## src/rtl/err_stat_pkg.sv

```systemverilog
package err_stat_pkg;
  localparam int TX_W     = 8;
  localparam int RX_W     = 6;
  localparam int TXM_W    = 1;
  localparam int LOG_W    = 8;
  localparam int SECT_IDX = 7;

  localparam logic [2:0] A_TX_STAT  = 3'd0;
  localparam logic [2:0] A_RX_STAT  = 3'd1;
  localparam logic [2:0] A_TX_MASK  = 3'd2;
  localparam logic [2:0] A_RX_MASK  = 3'd3;
  localparam logic [2:0] A_SECT_LOG = 3'd4;
  localparam int         LAST_ADDR  = 4;
endpackage

```

## src/rtl/err_sticky_word.sv

```systemverilog
module err_sticky_word #(
  parameter int W = 8
) (
  input  logic         clk,
  input  logic         rst,
  input  logic [W-1:0] set_i,
  input  logic [W-1:0] clr_i,
  output logic [W-1:0] stat_o
);
  logic [W-1:0] stat_q;

  for (genvar i = 0; i < W; i++) begin : g_bit
    always_ff @(posedge clk) begin
      if (rst)           stat_q[i] <= 1'b0;
      else if (set_i[i]) stat_q[i] <= 1'b1;
      else if (clr_i[i]) stat_q[i] <= 1'b0;
    end


    set_wins_chk: assert property (@(posedge clk) disable iff (rst)
      set_i[i] |=> stat_q[i]);

    sticky_hold_chk: assert property (@(posedge clk) disable iff (rst)
      (stat_q[i] && !clr_i[i]) |=> stat_q[i]);

    w1c_clear_chk: assert property (@(posedge clk) disable iff (rst)
      (stat_q[i] && clr_i[i] && !set_i[i]) |=> !stat_q[i]);
  end

  assign stat_o = stat_q;
endmodule

```

## src/rtl/err_type_log.sv

```systemverilog
module err_type_log #(
  parameter int LOG_W = 8
) (
  input  logic             clk,
  input  logic             rst,
  input  logic             cap_evt,
  input  logic             held,
  input  logic [LOG_W-1:0] sect_in,
  output logic [LOG_W-1:0] log_o
);
  logic [LOG_W-1:0] log_q;

  always_ff @(posedge clk) begin
    if (rst)                  log_q <= '0;
    else if (cap_evt && !held) log_q <= sect_in;
  end


  log_hold_chk: assert property (@(posedge clk) disable iff (rst)
    held |=> $stable(log_q));

  log_capture_chk: assert property (@(posedge clk) disable iff (rst)
    (cap_evt && !held) |=> (log_q == $past(sect_in)));

  assign log_o = log_q;
endmodule

```

## src/rtl/err_reg_port.sv

```systemverilog
module err_reg_port
  import err_stat_pkg::*;
#(
  parameter int DATA_W = 32,
  parameter int ADDR_W = 3
) (
  input  logic              clk,
  input  logic              rst,
  input  logic [ADDR_W-1:0] addr,
  input  logic              wr,
  input  logic [DATA_W-1:0] wdata,
  input  logic [TX_W-1:0]   tx_stat,
  input  logic [RX_W-1:0]   rx_stat,
  input  logic [LOG_W-1:0]  log_val,
  output logic [TX_W-1:0]   tx_clr,
  output logic [RX_W-1:0]   rx_clr,
  output logic [TXM_W-1:0]  tx_mask,
  output logic [RX_W-1:0]   rx_mask,
  output logic [DATA_W-1:0] rdata
);
  logic [TXM_W-1:0]  tx_mask_q;
  logic [RX_W-1:0]   rx_mask_q;
  logic [DATA_W-1:0] rdata_q, rd_next;
  logic              unused_wdata_hi;

  assign unused_wdata_hi = ^wdata[DATA_W-1:TX_W];

  assign tx_clr = (wr && addr == ADDR_W'(A_TX_STAT)) ? wdata[TX_W-1:0] : '0;
  assign rx_clr = (wr && addr == ADDR_W'(A_RX_STAT)) ? wdata[RX_W-1:0] : '0;

  always_ff @(posedge clk) begin
    if (rst) begin
      tx_mask_q <= '0;
      rx_mask_q <= '0;
    end else if (wr) begin
      if (addr == ADDR_W'(A_TX_MASK)) tx_mask_q <= wdata[TXM_W-1:0];
      if (addr == ADDR_W'(A_RX_MASK)) rx_mask_q <= wdata[RX_W-1:0];
    end
  end

  always_comb begin
    rd_next = '0;
    case (addr)
      ADDR_W'(A_TX_STAT):  rd_next[TX_W-1:0]  = tx_stat;
      ADDR_W'(A_RX_STAT):  rd_next[RX_W-1:0]  = rx_stat;
      ADDR_W'(A_TX_MASK):  rd_next[TXM_W-1:0] = tx_mask_q;
      ADDR_W'(A_RX_MASK):  rd_next[RX_W-1:0]  = rx_mask_q;
      ADDR_W'(A_SECT_LOG): rd_next[LOG_W-1:0] = log_val;
      default:             rd_next = '0;
    endcase
  end

  always_ff @(posedge clk) begin
    if (rst) rdata_q <= '0;
    else     rdata_q <= rd_next;
  end


  unmapped_zero_chk: assert property (@(posedge clk) disable iff (rst)
    (int'(addr) > LAST_ADDR) |=> (rdata_q == '0));

  rxmask_resv_chk: assert property (@(posedge clk) disable iff (rst)
    (addr == ADDR_W'(A_RX_MASK)) |=> (rdata_q[DATA_W-1:RX_W] == '0));

  read_stat_chk: assert property (@(posedge clk) disable iff (rst)
    (addr == ADDR_W'(A_RX_STAT)) |=> (rdata_q[RX_W-1:0] == $past(rx_stat)));

  assign tx_mask = tx_mask_q;
  assign rx_mask = rx_mask_q;
  assign rdata   = rdata_q;
endmodule

```

## src/rtl/err_status_unit.sv

```systemverilog
module err_status_unit
  import err_stat_pkg::*;
#(
  parameter int DATA_W = 32,
  parameter int ADDR_W = 3
) (
  input  logic              clk,
  input  logic              rst,
  input  logic [ADDR_W-1:0] reg_addr,
  input  logic              reg_wr,
  input  logic [DATA_W-1:0] reg_wdata,
  output logic [DATA_W-1:0] reg_rdata,
  input  logic [TX_W-1:0]   tx_err_evt,
  input  logic [RX_W-1:0]   rx_err_evt,
  input  logic [LOG_W-1:0]  sect_type,
  output logic              irq
);
  logic [TX_W-1:0]  tx_stat, tx_clr;
  logic [RX_W-1:0]  rx_stat, rx_clr, rx_mask;
  logic [TXM_W-1:0] tx_mask;
  logic [LOG_W-1:0] log_val;
  logic             irq_q, any_pend;

  err_sticky_word #(.W(TX_W)) u_tx_stat (
    .clk(clk), .rst(rst), .set_i(tx_err_evt), .clr_i(tx_clr), .stat_o(tx_stat));

  err_sticky_word #(.W(RX_W)) u_rx_stat (
    .clk(clk), .rst(rst), .set_i(rx_err_evt), .clr_i(rx_clr), .stat_o(rx_stat));

  err_type_log #(.LOG_W(LOG_W)) u_log (
    .clk(clk), .rst(rst), .cap_evt(tx_err_evt[SECT_IDX]),
    .held(tx_stat[SECT_IDX]), .sect_in(sect_type), .log_o(log_val));

  err_reg_port #(.DATA_W(DATA_W), .ADDR_W(ADDR_W)) u_port (
    .clk(clk), .rst(rst), .addr(reg_addr), .wr(reg_wr), .wdata(reg_wdata),
    .tx_stat(tx_stat), .rx_stat(rx_stat), .log_val(log_val),
    .tx_clr(tx_clr), .rx_clr(rx_clr), .tx_mask(tx_mask), .rx_mask(rx_mask),
    .rdata(reg_rdata));

  assign any_pend = (|(rx_stat & rx_mask)) | (|(tx_stat[TXM_W-1:0] & tx_mask));

  always_ff @(posedge clk) begin
    if (rst) irq_q <= 1'b0;
    else     irq_q <= any_pend;
  end


  irq_raise_chk: assert property (@(posedge clk) disable iff (rst)
    ((|(rx_stat & rx_mask)) || (tx_stat[0] && tx_mask[0])) |=> irq_q);

  irq_quiet_chk: assert property (@(posedge clk) disable iff (rst)
    (!(|(rx_stat & rx_mask)) && !(tx_stat[0] && tx_mask[0])) |=> !irq_q);

  log_ro_chk: assert property (@(posedge clk) disable iff (rst)
    (reg_wr && reg_addr == ADDR_W'(A_SECT_LOG) && !tx_err_evt[SECT_IDX]) |=> $stable(log_val));

  assign irq = irq_q;
endmodule

```

## config.mk

```make
export PLATFORM = sky130hd
export DESIGN_NAME = err_status_unit
export DESIGN_NICKNAME = d
export VERILOG_FILES = /design/src/rtl/err_stat_pkg.sv /design/src/rtl/err_sticky_word.sv /design/src/rtl/err_type_log.sv /design/src/rtl/err_reg_port.sv /design/src/rtl/err_status_unit.sv
export SDC_FILE = /design/constraint.sdc
export NUM_CORES = 1
export LEC_CHECK = 0
export BUFFER_PORTS_ARGS = -buffer_cell sky130_fd_sc_hd__buf_4
export CAP_MARGIN = 20
export CORE_MARGIN = 3
export CORE_UTILIZATION = 40
export DETAILED_ROUTE_END_ITERATION = 12
export PLACE_DENSITY_LB_ADDON = 0.12
export SLEW_MARGIN = 0
export SYNTH_ARGS = -nofsm -noshare
export SYNTH_HDL_FRONTEND = slang
export SYNTH_SLANG_ARGS = --single-unit
```

## constraint.sdc

```tcl
create_clock -name clk -period 3.4 [get_ports clk]
set_clock_uncertainty 0.2 [all_clocks]
set_input_delay 0.68 -clock clk [delete_from_list [all_inputs] [get_ports clk]]
set_output_delay 0.68 -clock clk [all_outputs]
set_load 0.1 [all_outputs]
```

======== Word level (Yosys, flattened, before mapping) ========
Index checks and enable logic that the tools add are counted.
word-level totals
  register bits after elaboration ......... 62
  bits in latches ......................... 0
  RAM bits ................................ 0
  bits in read-only memories .............. 0
  output and inout bits ................... 33
  memories ................................ 0
cells by class
  $add $sub $neg .......................... 0
  $mul .................................... 0
  divide/modulo/power cells ............... 0
  order comparisons ....................... 0
  eq/ne operators ......................... 4
  shift-type cells ........................ 0
  muxes and demuxes ....................... 33
  bitwise gates (word level) .............. 3
  reduce and logical (&&, ||, !) cells .... 22
operators with widths
  operator              number
  $mux W1               28
  $reduce_bool A2 Y1    14
  $pmux W5 S4           1
  $mux W8               1
  $and A6 B6 Y6         1
  $eq A3 B2 Y1 const B  2
  $mux W6               1
  $reduce_or A6 Y1      1
  $pmux W1 S5           1
  $pmux W2 S2           1
  $reduce_and A2 Y1     2
  $eq A3 B1 Y1 const B  1
  $eq A3 B3 Y1 const B  1
  $logic_and A1 B1 Y1   3
  $logic_not A3 Y1      1
  $and A1 B1 Y1         1
  $logic_not A1 Y1      1
  $or A1 B1 Y1          1

======== Depth between registers and ports, before layout ========
  word-level depth ........................ 5
  depth in mapped cells ................... 5

======== Hierarchy ========
From an unflattened synthesis, not the netlist that was laid out.
second synthesis, totals
  cell total of the unflattened synthesis .. 204
  area, all modules ....................... 2088.3 µm²
modules (own cells, without submodules)
  module                       instances  cells each  area each (µm²)  seq. area each (µm²)
  err_reg_port                 1          108         1041.0           300.3
  err_sticky_word (u_tx_stat)  1          33          381.6            160.2
  err_type_log                 1          34          359.1            160.2
  err_sticky_word (u_rx_stat)  1          24          255.2            120.1
  err_status_unit              1          5           51.3             20.0

======== Worst setup path before layout ========
Ideal clock, no wire load.
  path kind ............................... register to output
  from .................................... register irq_q (netlist: irq)
  to ...................................... output irq
  data arrival time ....................... 909 ps
  required time ........................... 2520 ps
  setup slack ............................. 1611 ps
  stages on the path, launching flop included .. 1
  path buffers ............................ 0
  cells stage by stage .................... dfxtp_1
RTL lines
  item                    RTL line               text
  from (decl)             err_status_unit.sv:22  logic irq_q, any_pend;
  from (signal assigned)  err_status_unit.sv:44  else irq_q <= any_pend;
  to (decl)               err_status_unit.sv:16  output logic irq
No word-level cell between the ends.

======== Worst setup path in the final report ========
  from .................................... input tx_err_evt[7]
  to ...................................... register u_log.log_q[0] (netlist: u_log.log_o[0])
between the ends
  longest elaborated chain between the ends .. 1
RTL lines
  item                  RTL line               text
  from (decl)           err_status_unit.sv:13  input logic [TX_W-1:0] tx_err_evt,
  $logic_and A1 B1 Y1   err_type_log.sv:15     else if (cap_evt && !held) log_q <= sect_in;
  to (signal assigned)  err_type_log.sv:15
  to (decl)             err_type_log.sv:11     logic [LOG_W-1:0] log_q;
Every way passes these cells.
A chain may end at the register's enable or synchronous reset.

==> results_dict.tcl <==
set metrics [dict create \
    ys.flop_type "dfxtp_1" \
    synth_top_area_share 0.426 \
    cts.sinks 38 \
    holdCritStartpoint "u_tx_stat.stat_o[4]" \
    vias 1329 \
    postCtsSetupBuffers 0 \
    fmax_mhz 544 \
    finalHoldViolations 0 \
    leakage_nw 1.03 \
    swShare 0.317 \
    cts_max_level 2 \
    synth-edff-count 0 \
    period_share 0.541 \
    antenna_found_initial 0 \
    p_int_w 0.000763 \
    path_class "in -> reg" \
    yosys.area.top_type "dfxtp_1" \
    port_buffers 44 \
    drive_gt1_frac 0.274 \
    drt_iter0_markers 59 \
    syn_area_per_cell_um2 9.81 \
    synth-compound-area-share 0.124 \
    root_buffer "clkbuf_8" \
    tns_ns 0 \
    min_path_type "reg -> reg" \
    maxCapViolCount 0 \
    setup_viol 0 \
    cp_max_fo 8 \
    cts-buffers-inserted 5 \
    synthMuxAreaShare 0.135 \
    overflow 0 \
    drt_wl_total_um 3710 \
    hold_depth 2 \
    diodes 0 \
    ys_types 26 \
    crit_family "simple AND/OR/NAND/NOR gates" \
    synthArstFlopShare 0 \
    nFillCells 391 \
    synth_top_family_by_area "buffers and inverters" \
    drtAntennaViolNets 0 \
    synthTopCellsByArea "dfxtp_1, mux2i_1, buf_4" \
    p_per_area_nw_per_um2 521 \
    startpoint_type "input pin" \
    wire_per_inst_um 13.6 \
    clock_path_buffers 2 \
    slowest_delay_ns 0.70 \
    ff2ff_path_depth 3 \
    rsz0062_at_grt "false" \
    initial_utilization 0.431 \
    synth-simple-area-share 0.153 \
    critPathArrivalTime_ns 1.81 \
    clock_power_share 0.344 \
    status "complete, no violations" \
    track_usage 0.146 \
    grt_max_degree 36 \
    io-pin-count 93 \
    slowest_stage "nor2b_1" \
    cp.required_ns 3.37 \
    layout_min_cycle_time_ns 1.84 \
    syn_area_um2 1790 \
    die_w_um 72.8 \
    synthXorXnorAreaFrac 0 \
    cts_resized 0 \
    dp_hpwl_um 2800 \
    p_seq_frac 0.432 \
    clk_pin_slew_ns 0.08 \
    synth_fa_ha_area_frac 0 \
    irDropWorstVdd_mv 0.230 \
    ctsHoldBuffers 0 \
    yosys.cell_count.top_type "dfxtp_1" \
    fin_nets 283 \
    core_area_um2 4140 \
    viasPerCell 4.87 \
    dieArea_um2 5300 \
    syn-instance-count 182 \
    cts_tree "built" \
    drc_errors 0 \
    r2r_start "u_tx_stat.stat_o[7]" \
    r2r_end "u_log.log_o[0]" \
    dr.pass1.iters 4 \
    ys_seq_area_frac 0.426 \
    path_cells "buf_4, nor2b_1, mux2i_1, nor2_1" \
    holdPathEnd "u_tx_stat.stat_o[4]" \
    crit_buf_inv 1 \
    slew_headroom 0.411 \
    whs_ns 0.302 \
    slew_viol_final 0 \
    p_switching_w 0.000354 \
    area_growth_pct 20.1 \
    gp_congestion 0.809 \
    ys_warn_count 0 \
    synth_top_cells_by_count "dfxtp_1, nor2_1, buf_4, mux2i_1" \
    die_y_um 72.8 \
    rrSetupSlack_ns 1.73 \
    clock_latency_ns 0.29 \
    comb_power_share 0.224 \
    end_kind "flip-flop" \
    rows 23 \
    first_global_vias 1270 \
    worst_slew_pin_slew_ns 0.881 \
    ys_seq_elements 38 \
    grt_pass1_wl_um 5950 \
]
## worst min-delay path: stages, from the launching register on
cell and delay (ns):
dfxtp_1 0.31, nor2_1 0.09, a311oi_1 0.05
## cell type report
class | instances | area (um2) | area share
clock buffers | 6 | 82.6 | 0.0385
clock inverters | 1 | 30.0 | 0.0140
inverters | 14 | 52.6 | 0.0245
multi-input cells | 120 | 826 | 0.385
flip-flops and latches | 38 | 761 | 0.355
well taps | 50 | 62.6 | 0.0292
repair buffers | 44 | 330 | 0.154
## layer usage
| metal | up-vias | share of wire | global-route usage |
|---|---|---|---|
| met2 | 58 | 0.45 | 0.228 |
| met3 | 8 | 0.092 | 0.0372 |
| met5 | - | 0 | 0 |
| met4 | 0 | 0.021 | 0.0676 |
| li1 | 671 | - | - |
| met1 | 592 | 0.44 | 0.187 |
## per-stage QoR
stage | util | instances | cell area [um2] | power (W) | worst slack, ns
after detailed placement | 0.490 | 266 | 2030 | 0.000744 | 1.22
after global routing | 0.518 | 273 | 2140 | 0.00116 | 1.45
after global placement | 0.490 | 266 | 2030 | 0.000739 | 1.29
after CTS | 0.518 | 273 | 2140 | 0.00113 | 1.52
after floorplan | - | 205 | 1870 | 0.000712 | 1.61
final | 0.518 | 273 | 2140 | 0.00112 | 1.56
## power by group through the flow
stage	logic [W]	clock network (W)	registers, W
6_report	0.000250	0.000384	0.000483
5_1_grt	0.000264	0.000413	0.000485
3_5_place_dp	0.000250	0	0.000493
2_1_floorplan	0.000200	0	0.000512
4_1_cts	0.000251	0.000392	0.000483
3_3_place_gp	0.000247	0	0.000492
## kinds of logic after synthesis
group | after synthesis
other | 1
AO/OA/AOI/OAI | 25
buffers and inverters | 47
flip-flops | 38
AND/OR/NAND/NOR | 47
multiplexers | 24
## worst max-delay path by stage
| stage | from | to | slack, ns | cells past startpoint |
|---|---|---|---|---|
| detailed placement | tx_err_evt[7] | u_log.log_o[2] | 1.22 | 4 |
| finish | tx_err_evt[7] | u_log.log_o[0] | 1.56 | 4 |
| global placement | tx_err_evt[7] | u_log.log_o[0] | 1.29 | 4 |
| floorplan | irq | irq | 1.61 | 0 |
| CTS | tx_err_evt[7] | u_log.log_o[2] | 1.52 | 4 |
| global route | tx_err_evt[7] | u_log.log_o[4] | 1.45 | 4 |
## registers in the layout, indices dropped and copies added (netlist names)
register	flops
u_port.tx_mask	1
u_tx_stat.stat_o	8
u_rx_stat.stat_o	6
u_port.rdata	8
u_port.rx_mask	6
irq	1
u_log.log_o	8
## cells in the final DEF, fill, tap and decap left out
cell type,n
mux2i_1,24
nor3_1,1
conb_1,24
clkbuf_8,6
nor4b_1,1
or3_1,1
a311oi_1,14
inv_1,14
buf_4,44
a22oi_1,3
bufinv_16,1
nor4b_4,1
nand2_1,1
nor2b_1,3
nand4b_4,1
o21ai_0,1
nor2_1,34
and4bb_2,2
a31oi_1,1
nor4b_2,1
dfxtp_1,38
a222oi_1,1
a311o_1,1
nor3_4,1
a221o_2,4
(Power assumes the default switching activity.)
